===== src/rtl/tdiv_pkg.sv =====
package tdiv_pkg;

    typedef enum logic {
        PH_IDLE = 1'b0,
        PH_RUN  = 1'b1
    } phase_e;

    // positions inside the three-bit condition field
    localparam int CND_NEG  = 2;
    localparam int CND_POS  = 1;
    localparam int CND_ZERO = 0;

endpackage


===== src/rtl/tdiv_prep.sv =====
module tdiv_prep #(
    parameter int DW = 64
) (
    input  logic [DW-1:0] op_a,
    input  logic [DW-1:0] op_b,
    input  logic          sgn,
    input  logic          wrd,
    output logic [DW-1:0] mag_a,
    output logic [DW-1:0] mag_b,
    output logic          neg_res,
    output logic          ovf_case
);
    localparam int HW = DW / 2;

    logic [DW-1:0] ext_a;
    logic [DW-1:0] ext_b;
    logic          a_neg;
    logic          b_neg;
    logic          a_min;
    logic          b_m1;

    // widen the half-width operands according to signedness
    always_comb begin
        if (wrd) begin
            ext_a = sgn ? {{HW{op_a[HW-1]}}, op_a[HW-1:0]} : {{HW{1'b0}}, op_a[HW-1:0]};
            ext_b = sgn ? {{HW{op_b[HW-1]}}, op_b[HW-1:0]} : {{HW{1'b0}}, op_b[HW-1:0]};
        end else begin
            ext_a = op_a;
            ext_b = op_b;
        end
    end

    assign a_neg   = sgn & ext_a[DW-1];
    assign b_neg   = sgn & ext_b[DW-1];
    assign mag_a   = a_neg ? (~ext_a + 1'b1) : ext_a;
    assign mag_b   = b_neg ? (~ext_b + 1'b1) : ext_b;
    assign neg_res = a_neg ^ b_neg;

    // most negative value over minus one, judged at the active size
    assign a_min = wrd ? (op_a[HW-1:0] == {1'b1, {(HW-1){1'b0}}})
                       : (op_a == {1'b1, {(DW-1){1'b0}}});
    assign b_m1  = wrd ? (op_b[HW-1:0] == {HW{1'b1}}) : (op_b == {DW{1'b1}});

    assign ovf_case = (ext_b == '0) | (sgn & a_min & b_m1);

endmodule


===== src/rtl/tdiv_step.sv =====
module tdiv_step #(
    parameter int DW = 64
) (
    input  logic [DW-1:0] rem_i,
    input  logic [DW-1:0] q_i,
    input  logic [DW-1:0] dsr,
    output logic [DW-1:0] rem_o,
    output logic [DW-1:0] q_o
);
    logic [DW:0]   shifted;
    logic [DW-1:0] diff;
    logic          fits;

    assign shifted = {rem_i, q_i[DW-1]};
    assign fits    = shifted >= {1'b0, dsr};
    // when fits is set the true difference is below dsr, so DW bits suffice
    assign diff    = shifted[DW-1:0] - dsr;
    assign rem_o   = fits ? diff : shifted[DW-1:0];
    assign q_o     = {q_i[DW-2:0], fits};

endmodule


===== src/rtl/tdiv_post.sv =====
module tdiv_post
    import tdiv_pkg::*;
#(
    parameter int DW = 64
) (
    input  logic [DW-1:0] mag_q,
    input  logic          neg,
    input  logic          wrd,
    input  logic          rec,
    output logic [DW-1:0] quot,
    output logic [2:0]    cond
);
    localparam int HW = DW / 2;

    logic sign_bit;
    logic is_zero;

    assign quot     = neg ? (~mag_q + 1'b1) : mag_q;
    assign sign_bit = wrd ? quot[HW-1] : quot[DW-1];
    assign is_zero  = wrd ? (quot[HW-1:0] == '0) : (quot == '0);

    always_comb begin
        cond = 3'b000;
        if (rec) begin
            cond[CND_NEG]  = sign_bit;
            cond[CND_ZERO] = is_zero;
            cond[CND_POS]  = !sign_bit && !is_zero;
        end
    end

endmodule


===== src/rtl/trunc_div.sv =====
module trunc_div
    import tdiv_pkg::*;
#(
    parameter int DW = 64
) (
    input  logic          clk,
    input  logic          rst_n,
    input  logic          start,
    input  logic          op_signed,
    input  logic          op_word,
    input  logic          ovf_en,
    input  logic          rec_en,
    input  logic [DW-1:0] dividend,
    input  logic [DW-1:0] divisor,
    output logic          busy,
    output logic          done,
    output logic [DW-1:0] quot,
    output logic          ovf,
    output logic          sum_ovf,
    output logic [2:0]    cond
);
    localparam int HW = DW / 2;
    localparam int CW = $clog2(DW);

    typedef struct packed {
        phase_e        phase;
        logic [CW-1:0] cnt;
        logic [DW-1:0] rem;
        logic [DW-1:0] q;
        logic [DW-1:0] dsr;
        logic          neg;
        logic          wrd;
        logic          rec;
        logic          done;
        logic [DW-1:0] quot;
        logic [2:0]    cond;
        logic          ovf;
        logic          sum_ovf;
    } st_t;

    st_t st_d;
    st_t st_q;

    logic [DW-1:0] mag_a;
    logic [DW-1:0] mag_b;
    logic          neg_res;
    logic          ovf_case;
    logic [DW-1:0] step_rem;
    logic [DW-1:0] step_q;
    logic [DW-1:0] fin_quot;
    logic [2:0]    fin_cond;

    tdiv_prep #(.DW(DW)) u_prep (
        .op_a     (dividend),
        .op_b     (divisor),
        .sgn      (op_signed),
        .wrd      (op_word),
        .mag_a    (mag_a),
        .mag_b    (mag_b),
        .neg_res  (neg_res),
        .ovf_case (ovf_case)
    );

    tdiv_step #(.DW(DW)) u_step (
        .rem_i (st_q.rem),
        .q_i   (st_q.q),
        .dsr   (st_q.dsr),
        .rem_o (step_rem),
        .q_o   (step_q)
    );

    tdiv_post #(.DW(DW)) u_post (
        .mag_q (step_q),
        .neg   (st_q.neg),
        .wrd   (st_q.wrd),
        .rec   (st_q.rec),
        .quot  (fin_quot),
        .cond  (fin_cond)
    );

    always_comb begin
        st_d      = st_q;
        st_d.done = 1'b0;
        if (st_q.phase == PH_IDLE) begin
            if (start) begin
                if (ovf_case) begin
                    st_d.done    = 1'b1;
                    st_d.quot    = '0;
                    st_d.cond    = 3'b000;
                    st_d.ovf     = ovf_en;
                    st_d.sum_ovf = st_q.sum_ovf | ovf_en;
                end else begin
                    st_d.phase = PH_RUN;
                    st_d.cnt   = op_word ? CW'(HW - 1) : CW'(DW - 1);
                    st_d.rem   = '0;
                    st_d.q     = op_word ? {mag_a[HW-1:0], {HW{1'b0}}} : mag_a;
                    st_d.dsr   = mag_b;
                    st_d.neg   = neg_res;
                    st_d.wrd   = op_word;
                    st_d.rec   = rec_en;
                end
            end
        end else begin
            st_d.rem = step_rem;
            st_d.q   = step_q;
            st_d.cnt = st_q.cnt - 1'b1;
            if (st_q.cnt == '0) begin
                st_d.phase = PH_IDLE;
                st_d.done  = 1'b1;
                st_d.quot  = fin_quot;
                st_d.cond  = fin_cond;
                st_d.ovf   = 1'b0;
            end
        end
    end

    always_ff @(posedge clk or negedge rst_n) begin
        if (!rst_n) begin
            st_q <= '0;
        end else begin
            st_q <= st_d;
        end
    end

    assign busy    = (st_q.phase == PH_RUN);
    assign done    = st_q.done;
    assign quot    = st_q.quot;
    assign ovf     = st_q.ovf;
    assign sum_ovf = st_q.sum_ovf;
    assign cond    = st_q.cond;


    sum_sticky_chk: assert property (@(posedge clk) disable iff (!rst_n)
        sum_ovf |=> sum_ovf);


    ovf_in_sum_chk: assert property (@(posedge clk) disable iff (!rst_n)
        ovf |-> sum_ovf);


    ovf_zero_res_chk: assert property (@(posedge clk) disable iff (!rst_n)
        (done && ovf) |-> (quot == '0 && cond == 3'b000));


    cond_onehot_chk: assert property (@(posedge clk) disable iff (!rst_n)
        $onehot0(cond));


    cond_rec_chk: assert property (@(posedge clk) disable iff (!rst_n)
        (busy && st_q.rec && st_q.cnt == '0) |=> ($countones(cond) == 1));


    dsr_hold_chk: assert property (@(posedge clk) disable iff (!rst_n)
        busy |=> $stable(st_q.dsr));


    done_idle_chk: assert property (@(posedge clk) disable iff (!rst_n)
        done |-> !busy);

endmodule


===== config.mk =====
export PLATFORM = sky130hd
export DESIGN_NAME = trunc_div
export DESIGN_NICKNAME = d
export VERILOG_FILES = /design/src/rtl/tdiv_pkg.sv /design/src/rtl/tdiv_prep.sv /design/src/rtl/tdiv_step.sv /design/src/rtl/tdiv_post.sv /design/src/rtl/trunc_div.sv
export SDC_FILE = /design/constraint.sdc
export NUM_CORES = 1
export LEC_CHECK = 0
export CAP_MARGIN = 20
export CORE_MARGIN = 1
export CORE_UTILIZATION = 64
export DETAILED_ROUTE_END_ITERATION = 16
export PLACE_DENSITY = 0.85
export SLEW_MARGIN = 10
export SYNTH_ARGS = -nofsm -noshare
export SYNTH_HDL_FRONTEND = slang
export SYNTH_SLANG_ARGS = --single-unit

===== constraint.sdc =====
create_clock -name clk -period 9.9 [get_ports clk]
set_clock_uncertainty 0.2 [all_clocks]
set_input_delay 1.485 -clock clk [delete_from_list [all_inputs] [get_ports clk]]
set_output_delay 1.485 -clock clk [all_outputs]
set_load 0.05 [all_outputs]

### Word level (Yosys, flattened, before mapping)

Index checks and enable logic that the tools add are counted.

* add/subtract/negate cells: 5
* magnitude comparators: 1
* equality and inequality tests: 6
* mux-type cells: 22
* bitwise operators: 12
* reduce and logical (&&, ||, !) cells: 13

Operator list (number)
* 64-bit 2-to-1 mux: 9
* 272-bit 2-to-1 mux: 1
* 202-bit 2-to-1 mux: 1
* 64-bit by 1-bit adder with 64-bit output, second input constant: 3
* 64-bit inverter: 3
* 69-bit 2-to-1 mux: 2
* 135-bit 2-to-1 mux: 1
* 64-bit equality test, second input constant: 2
* 64-bit logical NOT: 2
* 70-bit 2-to-1 mux: 1
* 65-bit by 64-bit >= comparator with 1-bit output: 1
* 32-bit equality test, second input constant: 2
* 64-bit subtractor: 1
* 32-bit logical NOT: 1
* 3-bit AND reduction: 3
* 6-bit logical NOT: 1
* 6-bit 2-to-1 mux: 1
* 6-bit by 1-bit subtractor with 6-bit output, second input constant: 1
* 1-bit 2-to-1 mux: 5
* 1-bit bitwise AND: 4
* 2-bit nonzero test: 2
* 3-bit 2-to-1 mux: 1
* 1-bit logical NOT: 2
* 2-bit by 1-bit != test with 1-bit output, second input constant: 1
* 6 further kinds: 8

* register bits: 272
* input port bits: 135
* output and inout bits: 71

### Logic depth before layout (Yosys ltp)

Gate-level depths: netlist (run 1).

* word-level depth: 11
* gate-level depth with buffers: 29

### By module

Synthesis (run 1) repeated with hierarchy kept, for this count alone.

* cell total of the unflattened synthesis: 2992
* area, all modules: 23716.5 um^2

Modules (own cells, without submodules)
* trunc_div: times used 1, cells each 1137, area an instance 12079.1 um^2, sequential area each 6806.5 um^2
* tdiv_step: times used 1, cells each 821, area an instance 5272.6 um^2, sequential area each 0.0 um^2
* tdiv_prep: times used 1, cells each 690, area an instance 4144.0 um^2, sequential area each 0.0 um^2
* tdiv_post: times used 1, cells each 344, area an instance 2220.9 um^2, sequential area each 0.0 um^2

### Worst setup path after synthesis (run 1)

Ideal clock, no wire load.

* path kind: reg2reg
* from: register st_q[204] (netlist bit)
* to: register st_q (netlist bit cond[1])
* library setup time: 0.121 ns
* data arrival time: 6.219 ns
* required time: 9.579 ns
* slack: 3.360 ns
* cell stages (with the launch flop): 27
* buffers on the path: 3
* clock period less this slack: 6.540 ns
* path through: dfrtp_1 -> ha_1 -> or4_1 -> o21ai_0 -> a31oi_1 -> a31o_2 -> a21oi_1 -> a211o_1 -> buf_2 -> nand2_1 -> inv_1 -> clkbuf_1 -> buf_1 -> ha_1 -> nor3b_1 -> and2_1 -> nand3_1 -> o31ai_1 -> xor2_1 -> nand2_1 -> or4_4 -> nor3_2 -> and4_1 -> nand4_1 -> a211o_1 -> or4_1 -> a22o_1

* cells in the longest elaborated chain, start to end: 11

RTL lines
* start, declared: line trunc_div.sv:42 `st_t st_q;`
* start signal, assigned: line trunc_div.sv:121 `st_q <= st_d;`
* 65-bit by 64-bit >= comparator with 1-bit output *: line tdiv_step.sv:15 `assign fits = shifted >= {1'b0, dsr};`
* 64-bit inverter: line tdiv_post.sv:18 `assign quot = neg ? (~mag_q + 1'b1) : mag_q;`
* 64-bit by 1-bit adder with 64-bit output: line tdiv_post.sv:18
* 64-bit 2-to-1 mux *: line tdiv_post.sv:18
* 64-bit logical NOT or 32-bit logical NOT (tied branches): line tdiv_post.sv:20 `assign is_zero = wrd ? (quot[HW-1:0] == '0) : (quot == '0);`
* 1-bit 2-to-1 mux: line tdiv_post.sv:20
* 1-bit logical NOT: line tdiv_post.sv:27 `cond[CND_POS] = !sign_bit && !is_zero;`
* 1-bit logical AND *: line tdiv_post.sv:27
* 3-bit 2-to-1 mux *: line tdiv_post.sv:24 `if (rec) begin`
* 69-bit 2-to-1 mux *: line trunc_div.sv:107 `if (st_q.cnt == '0) begin`
* 69-bit 2-to-1 mux *: line trunc_div.sv:84 `if (st_q.phase == PH_IDLE) begin`

Every way passes the cells marked *; elsewhere a longest branch is shown, timed or not. The select of a mux whose other input is x is not followed.
A chain may end at the register's enable or synchronous reset.

### Worst setup path in the final report (run 1)

* from: register st_q[204] (netlist bit)
* to: register st_q (netlist bit cond[0])

* cells in the longest elaborated chain, start to end: 9

RTL lines (line)
* 65-bit by 64-bit >= comparator with 1-bit output *: tdiv_step.sv:15
* 64-bit inverter: tdiv_post.sv:18
* 64-bit by 1-bit adder with 64-bit output: tdiv_post.sv:18
* 64-bit 2-to-1 mux *: tdiv_post.sv:18
* 64-bit logical NOT or 32-bit logical NOT (tied branches): tdiv_post.sv:20
* 1-bit 2-to-1 mux *: tdiv_post.sv:20
* 3-bit 2-to-1 mux *: tdiv_post.sv:24
* 69-bit 2-to-1 mux *: trunc_div.sv:107
* 69-bit 2-to-1 mux *: trunc_div.sv:84

Marked as above.

==> results of run 1 <==
## through the flow
| stage | std cells | hold slack [ns] |
|---|---|---|
| after floorplan | 2754 | 0.236 |
| after global placement | 3174 | 0.259 |
| after detailed placement | 3174 | 0.277 |
| after CTS | 3229 | 0.290 |
| after global routing | 3230 | 0.304 |
| final | 3233 | 0.293 |
## report_power, final
group	switching (mW)	internal [mW]	leakage, nW
Clock	0.482	0.726	0.515
Sequential	0.550	1.70	3.15
Combinational	3.52	2.25	6.31
## worst paths after layout
path / to / from / cells past startpoint / slack (ns)
hold / removal: quot[27]$_DFFE_PN0P_ / quot[27]$_DFFE_PN0P_ / 2 / 0.29
hold reg to reg: quot[27]$_DFFE_PN0P_ / quot[27]$_DFFE_PN0P_ / 2 / 0.29
setup / recovery: cond[0]$_DFFE_PN0P_ / st_q[204]$_DFFE_PN0P_ / 24 / 2.44
max in group asynchronous: busy$_DFF_PN0_ / rst_n / 2 / 7.33
setup reg to reg: cond[0]$_DFFE_PN0P_ / st_q[204]$_DFFE_PN0P_ / 24 / 2.44
min in group asynchronous: quot[12]$_DFFE_PN0P_ / rst_n / 1 / 0.72
## worst max-delay path, stage by stage (launching register included)
cell and delay [ns]:
dfrtp_1 0.41, ha_1 0.36, or4_1 0.51, o21ai_0 0.10, a31oi_1 0.12, a31o_2 0.34, a21oi_1 0.16, a211o_1 0.50
nand2_2 0.07, buf_4 0.34, inv_1 0.18, ha_1 0.24, nor3b_1 0.36, and4_1 0.43, nand4_1 0.34, o41ai_1 0.42
xor2_1 0.31, and4_1 0.22, nand4_1 0.18, nor4_2 0.19, and3_1 0.21, and4_1 0.19, a41oi_1 0.16, or4_1 0.49
o31ai_1 0.27
## cell type report
class                      count  share of cell area
antenna                        3            0.000312
clock buffer                  47              0.0372
clock inverter                 8             0.00675
inverter                     105              0.0164
multi-input combinational   2125               0.540
sequential                   272               0.283
tap                          442              0.0230
timing repair buffer         231              0.0938
## per-layer routing
layer  wire, um  GRT usage  part of all wire
met2      32900      0.673              0.47
met3       5240     0.0678             0.075
met4       5150      0.277             0.074
met1      26700      0.491              0.38
met5         30          0           0.00043
## flip-flops by register name (all words and copies together), names as in the netlist
name     flops
ovf          1
sum_ovf      1
quot        64
st_q       201
busy         1
cond         3
done         1
## logic make-up after synthesis
logic type,synth area share
xor gates and xnor gates,0.0954
muxes,0.00708
DFF,0.318
and+or+nand+nor,0.217
adders and majority gates,0.0413
buffers and inverters,0.0751
AOI/OAI and AO/OA,0.246
## synth_stat cells (all sizes together), types with 58 or more instances
master | count | area (sq um)
dfrtp | 272 | 6810
ha | 69 | 863
o21ai | 322 | 1610
inv | 104 | 390
nand3 | 103 | 533
buf | 93 | 616
nor3 | 58 | 305
xor2 | 115 | 1010
a21oi | 192 | 961
nand2 | 386 | 1450
xnor2 | 118 | 1030
nor2 | 155 | 582
clkbuf | 159 | 597
==> results.yml, run 1 <==
place:
  dp_slack_ns: 2.69
  dp_hpwl_um: 51400
  globalplace.congestion: 1.01
  post_dp_cell_area_sq_um: 23000
  io_buffer_count: 205
status:
  status: "completed"
pwr:
  p_per_area_nw_per_um2: 383
  leakage_nw: 9.98
  ir_worst_vdd_mv: 0.337
  finalPower_mw: 9.23
cells_and_area:
  final_util: 0.737
  seq_area_sq_um: 6810
  multiInputGateArea_sq_um: 13000
  area_delta_synth_final_pct: 12.6
  final_cell_mix: "nand2_1 (384), o21ai_0 (315), dfrtp_1 (270)"
  design_area_sq_um: 24100
  final_common_cell: "nand2_1"
  nets: 2971
  nFillCells: 2605
  drive_above_1_share: 0.0402
route:
  ant_nets: 0
  vias: 21300
  drc: 0
  viasPerCell: 6.58
  wl_um: 70000
  drt_first_pass_iters: 6
  drt_iter0_markers: 2058
  wl_per_cell_um: 21.7
synth:
  syn_area_sq_um: 21400
  synth_cell_types: 83
  ys_seq_area_frac: 0.318
  synth_ff_type: "dfrtp_1"
  synthCells: 2754
  synth_edf_count: 0
  yosysWarnings: 0
  synthArstFlopShare: 1.00
  synth_nets: 2959
  ys_ff_latch: 272
  avgSynthCellArea_sq_um: 7.76
timing:
  finalMaxSlewViolations: 0
  post-route-period-util: 0.753
  max_slew_margin: 0.258
  hold_viol_final: 0
  tns_ns: 0
  fin_crit_ns: 7.46
  fmax_mhz: 134
  setup_viol: 0
  fin_ws_ns: 2.44
  tightestPinTransition_ns: 1.11
  rsz0062_at_grt: "false"
die:
  initial_utilization: 0.654
  row_count: 66
  die_h_um: 185
  die_area_sq_um: 34100
  coreArea_sq_um: 32700
  dieWidth_um: 185
  io_pins: 206
cts:
  clk_latency_ns: 0.60
  clk_pin_slew_worst_paths_ns: 0.06
  root_buffer: "clkbuf_16"
  numCtsBuffers: 31
  cts_buffer_depth: 3
  cts_resized: 0
  ctsHoldBuffers: 0
  cts_tree: "yes"
  cts_sinks: 272
  h-tree-depth: 1
  post-cts-setup-buffers: 0
run:
  drv_cap: 0
worst_setup_path:
  critPathKind: "register to register"
  worst_ep_required_time_ns: 10.18
  crit_path_start_kind: "register"
  critPathArrivalTime_ns: 7.74
  end_kind: "register"
  cp_max_fo: 68
grt:
  antenna_found_initial: 6
  grt_start_max_net_pins: 124
  gr-total-overflow: 0
  grt_pass1_wl_um: 109000
  grt_pass1_vias: 20100
  grt_usage: 0.409
hold_path:
  worstHoldPathType: "register to register"
Power figures use the tool's default switching activity.
==> run 2: changes to the inputs <==
--- a/config.mk
+++ b/config.mk
@@ -7,9 +7,9 @@
 export LEC_CHECK = 0
 export CAP_MARGIN = 20
 export CORE_MARGIN = 1
-export CORE_UTILIZATION = 64
+export CORE_UTILIZATION = 53
 export DETAILED_ROUTE_END_ITERATION = 16
-export PLACE_DENSITY = 0.85
+export PLACE_DENSITY = 0.75
 export SLEW_MARGIN = 10
 export SYNTH_ARGS = -nofsm -noshare
 export SYNTH_HDL_FRONTEND = slang
==> constraint.sdc (replaced) <==
create_clock -name clk -period 6.8 [get_ports clk]
set_clock_uncertainty 0.2 [all_clocks]
set_input_delay 1.02 -clock clk [delete_from_list [all_inputs] [get_ports clk]]
set_output_delay 1.02 -clock clk [all_outputs]
set_load 0.05 [all_outputs]
==> run 2 against run 1 <==
Flip-flop and latch count stayed put. Sequential share of layout area is 0.26 points lower. Global-route usage is 5.7 points lower. Final cell count is 2.8% higher. Via count fell by 1.0%. Total power is 46% higher. Clock power increased by 50%. Maximum frequency is 18% higher. Routed wire length increased by 3.1%. Sequential power rose by 45%. Critical endpoint is now cond[1]$_DFFE_PN0P_.
==> results.yml, run 2 (synthesis results as in run 1) <==
status:
  status: "completed"
run:
  drv_cap: 0
pwr:
  p_per_area_nw_per_um2: 553
  ir_worst_vdd_mv: 0.326
  finalPower_mw: 13.5
  leakage_nw: 10.0
worst_setup_path:
  critPathArrivalTime_ns: 6.57
  worstPathCellList: "ha_1 > a21oi_1 > o21ai_1 > a221o_1 > a211oi_2 > nor2_1 > nor2_1 > nand2_2 > clkinv_1 > ha_1 > nor3b_2 > and4_1 > nand4_1 > o41ai_1 > xor2_1 > and4_1 > nand4_1 > nor4_2 > and3_1 > and4_1 > a41oi_1 > or4_1 > a22o_1"
  worst_ep_required_time_ns: 7.05
  cp_max_fo: 8
  cpPeakStageDelay_ns: 0.47
  reg2regPathDepth: 23
  critPathKind: "register to register"
  cp_top_family: "simple AND/OR/NAND/NOR gates"
  crit_top_cell: "and4_1"
  path_depth: 23
  end_kind: "register"
  crit_path_start_kind: "register"
  crit_buf_inv: 1
  crit_slowest_cell: "or4_1"
cells_and_area:
  n_antenna_cell: 0
  final_common_cell: "nand2_1"
  largest_reg_flops: 201
  final_util: 0.612
  final_cell_mix: "nand2_1 (384), o21ai_0 (315), dfrtp_1 (270)"
  area_delta_synth_final_pct: 13.7
  drive_above_1_share: 0.0464
  nFillCells: 3533
  regMostFlops: "st_q"
  fin_cells: 3325
  design_area_sq_um: 24300
  nets: 2985
die:
  io_pins: 206
  die_area_sq_um: 41200
  initial_utilization: 0.538
  row_count: 73
  dieWidth_um: 203
  coreArea_sq_um: 39700
  die_h_um: 203
cts:
  ctsHoldBuffers: 0
  numCtsBuffers: 34
  root_buffer: "clkbuf_16"
  post-cts-setup-buffers: 0
  cts_resized: 0
  cts_sinks: 272
  cts_buffer_depth: 3
  clk_latency_ns: 0.55
  clk_pin_slew_worst_paths_ns: 0.06
  cts_tree: "yes"
  h-tree-depth: 2
route:
  ant_nets: 0
  wl_um: 72200
  drc: 0
  drt_iter0_markers: 1952
  viasPerCell: 6.33
  drt_first_pass_iters: 5
  wl_per_cell_um: 21.7
  vias: 21100
place:
  dp_cells: 3269
  dp_slack_ns: 0.453
  dp_hpwl_um: 54100
  globalplace.congestion: 1.05
  io_buffer_count: 205
  post_dp_cell_area_sq_um: 23200
timing:
  fin_ws_ns: 0.474
  setup_viol: 0
  hold_viol_final: 0
  tns_ns: 0
  max_slew_margin: 0.211
  fin_crit_ns: 6.33
  rsz0062_at_grt: "false"
  post-route-period-util: 0.930
  tightestPinTransition_ns: 1.17
  finalMaxSlewViolations: 0
  fmax_mhz: 158
  hold_slack_ns: 0.220
grt:
  grt_pass1_wl_um: 113000
  grt_usage: 0.351
  antenna_found_initial: 0
  grt_pass1_vias: 20100
  grt_start_max_net_pins: 136
  gr-total-overflow: 0
hold_path:
  worstHoldPathType: "input pin to async pin"
-- run 2: layout make-up --
type,instances,area [sq um],area share
timing repair buffer,242,2350,0.0969
tap,525,657,0.0270
clock buffer,45,962,0.0396
multi-input combinational,2125,13000,0.535
clock inverter,11,129,0.00530
sequential,272,6810,0.280
inverter,105,394,0.0162
-- run 2: worst reg2reg max path: cells and delay by family, from the launching register on --
kind | cells | cell delay (ns)
xor+xnor | 1 | 0.26
simple gates | 12 | 2.88
compound gates | 7 | 1.80
buf+inv | 1 | 0.06
fa+ha+maj | 2 | 0.62
flops | 1 | 0.40
-- run 2: per-layer routing --
layer | track usage | wire, um | vias to the layer above
met4 | 0.211 | 4380 | 0
li1 | - | - | 9857
met2 | 0.560 | 33100 | 989
met1 | 0.453 | 29300 | 10000
met3 | 0.0501 | 5400 | 204
met5 | 0 | 0 | -
-- run 2: final timing paths --
path,start,endpoint,slack [ns]
worst max-delay path,st_q[244]$_DFFE_PN0P_,cond[1]$_DFFE_PN0P_,0.47
worst min-delay path,rst_n,quot[45]$_DFFE_PN0P_,0.22
worst max register to register,st_q[244]$_DFFE_PN0P_,cond[1]$_DFFE_PN0P_,0.47
worst min register to register,sum_ovf$_DFFE_PN0P_,sum_ovf$_DFFE_PN0P_,0.27
max in group asynchronous,rst_n,st_q[72]$_DFFE_PN0P_,4.79
min in group clk,sum_ovf$_DFFE_PN0P_,sum_ovf$_DFFE_PN0P_,0.27
-- run 2: where the power goes --
group,total [mW],internal [mW],switching [mW]
Combinational,8.38,3.28,5.09
Clock,1.81,1.07,0.741
Sequential,3.26,2.47,0.790
==> run 3: changes to the inputs <==
--- a/config.mk
+++ b/config.mk
@@ -5,6 +5,7 @@
 export SDC_FILE = /design/constraint.sdc
 export NUM_CORES = 1
 export LEC_CHECK = 0
+export ABC_CLOCK_PERIOD_IN_PS = 6800
 export CAP_MARGIN = 20
 export CORE_MARGIN = 1
 export CORE_UTILIZATION = 53
==> results of run 3 <==
No change in the layout: final DEF, timing and power equal those of run 2.
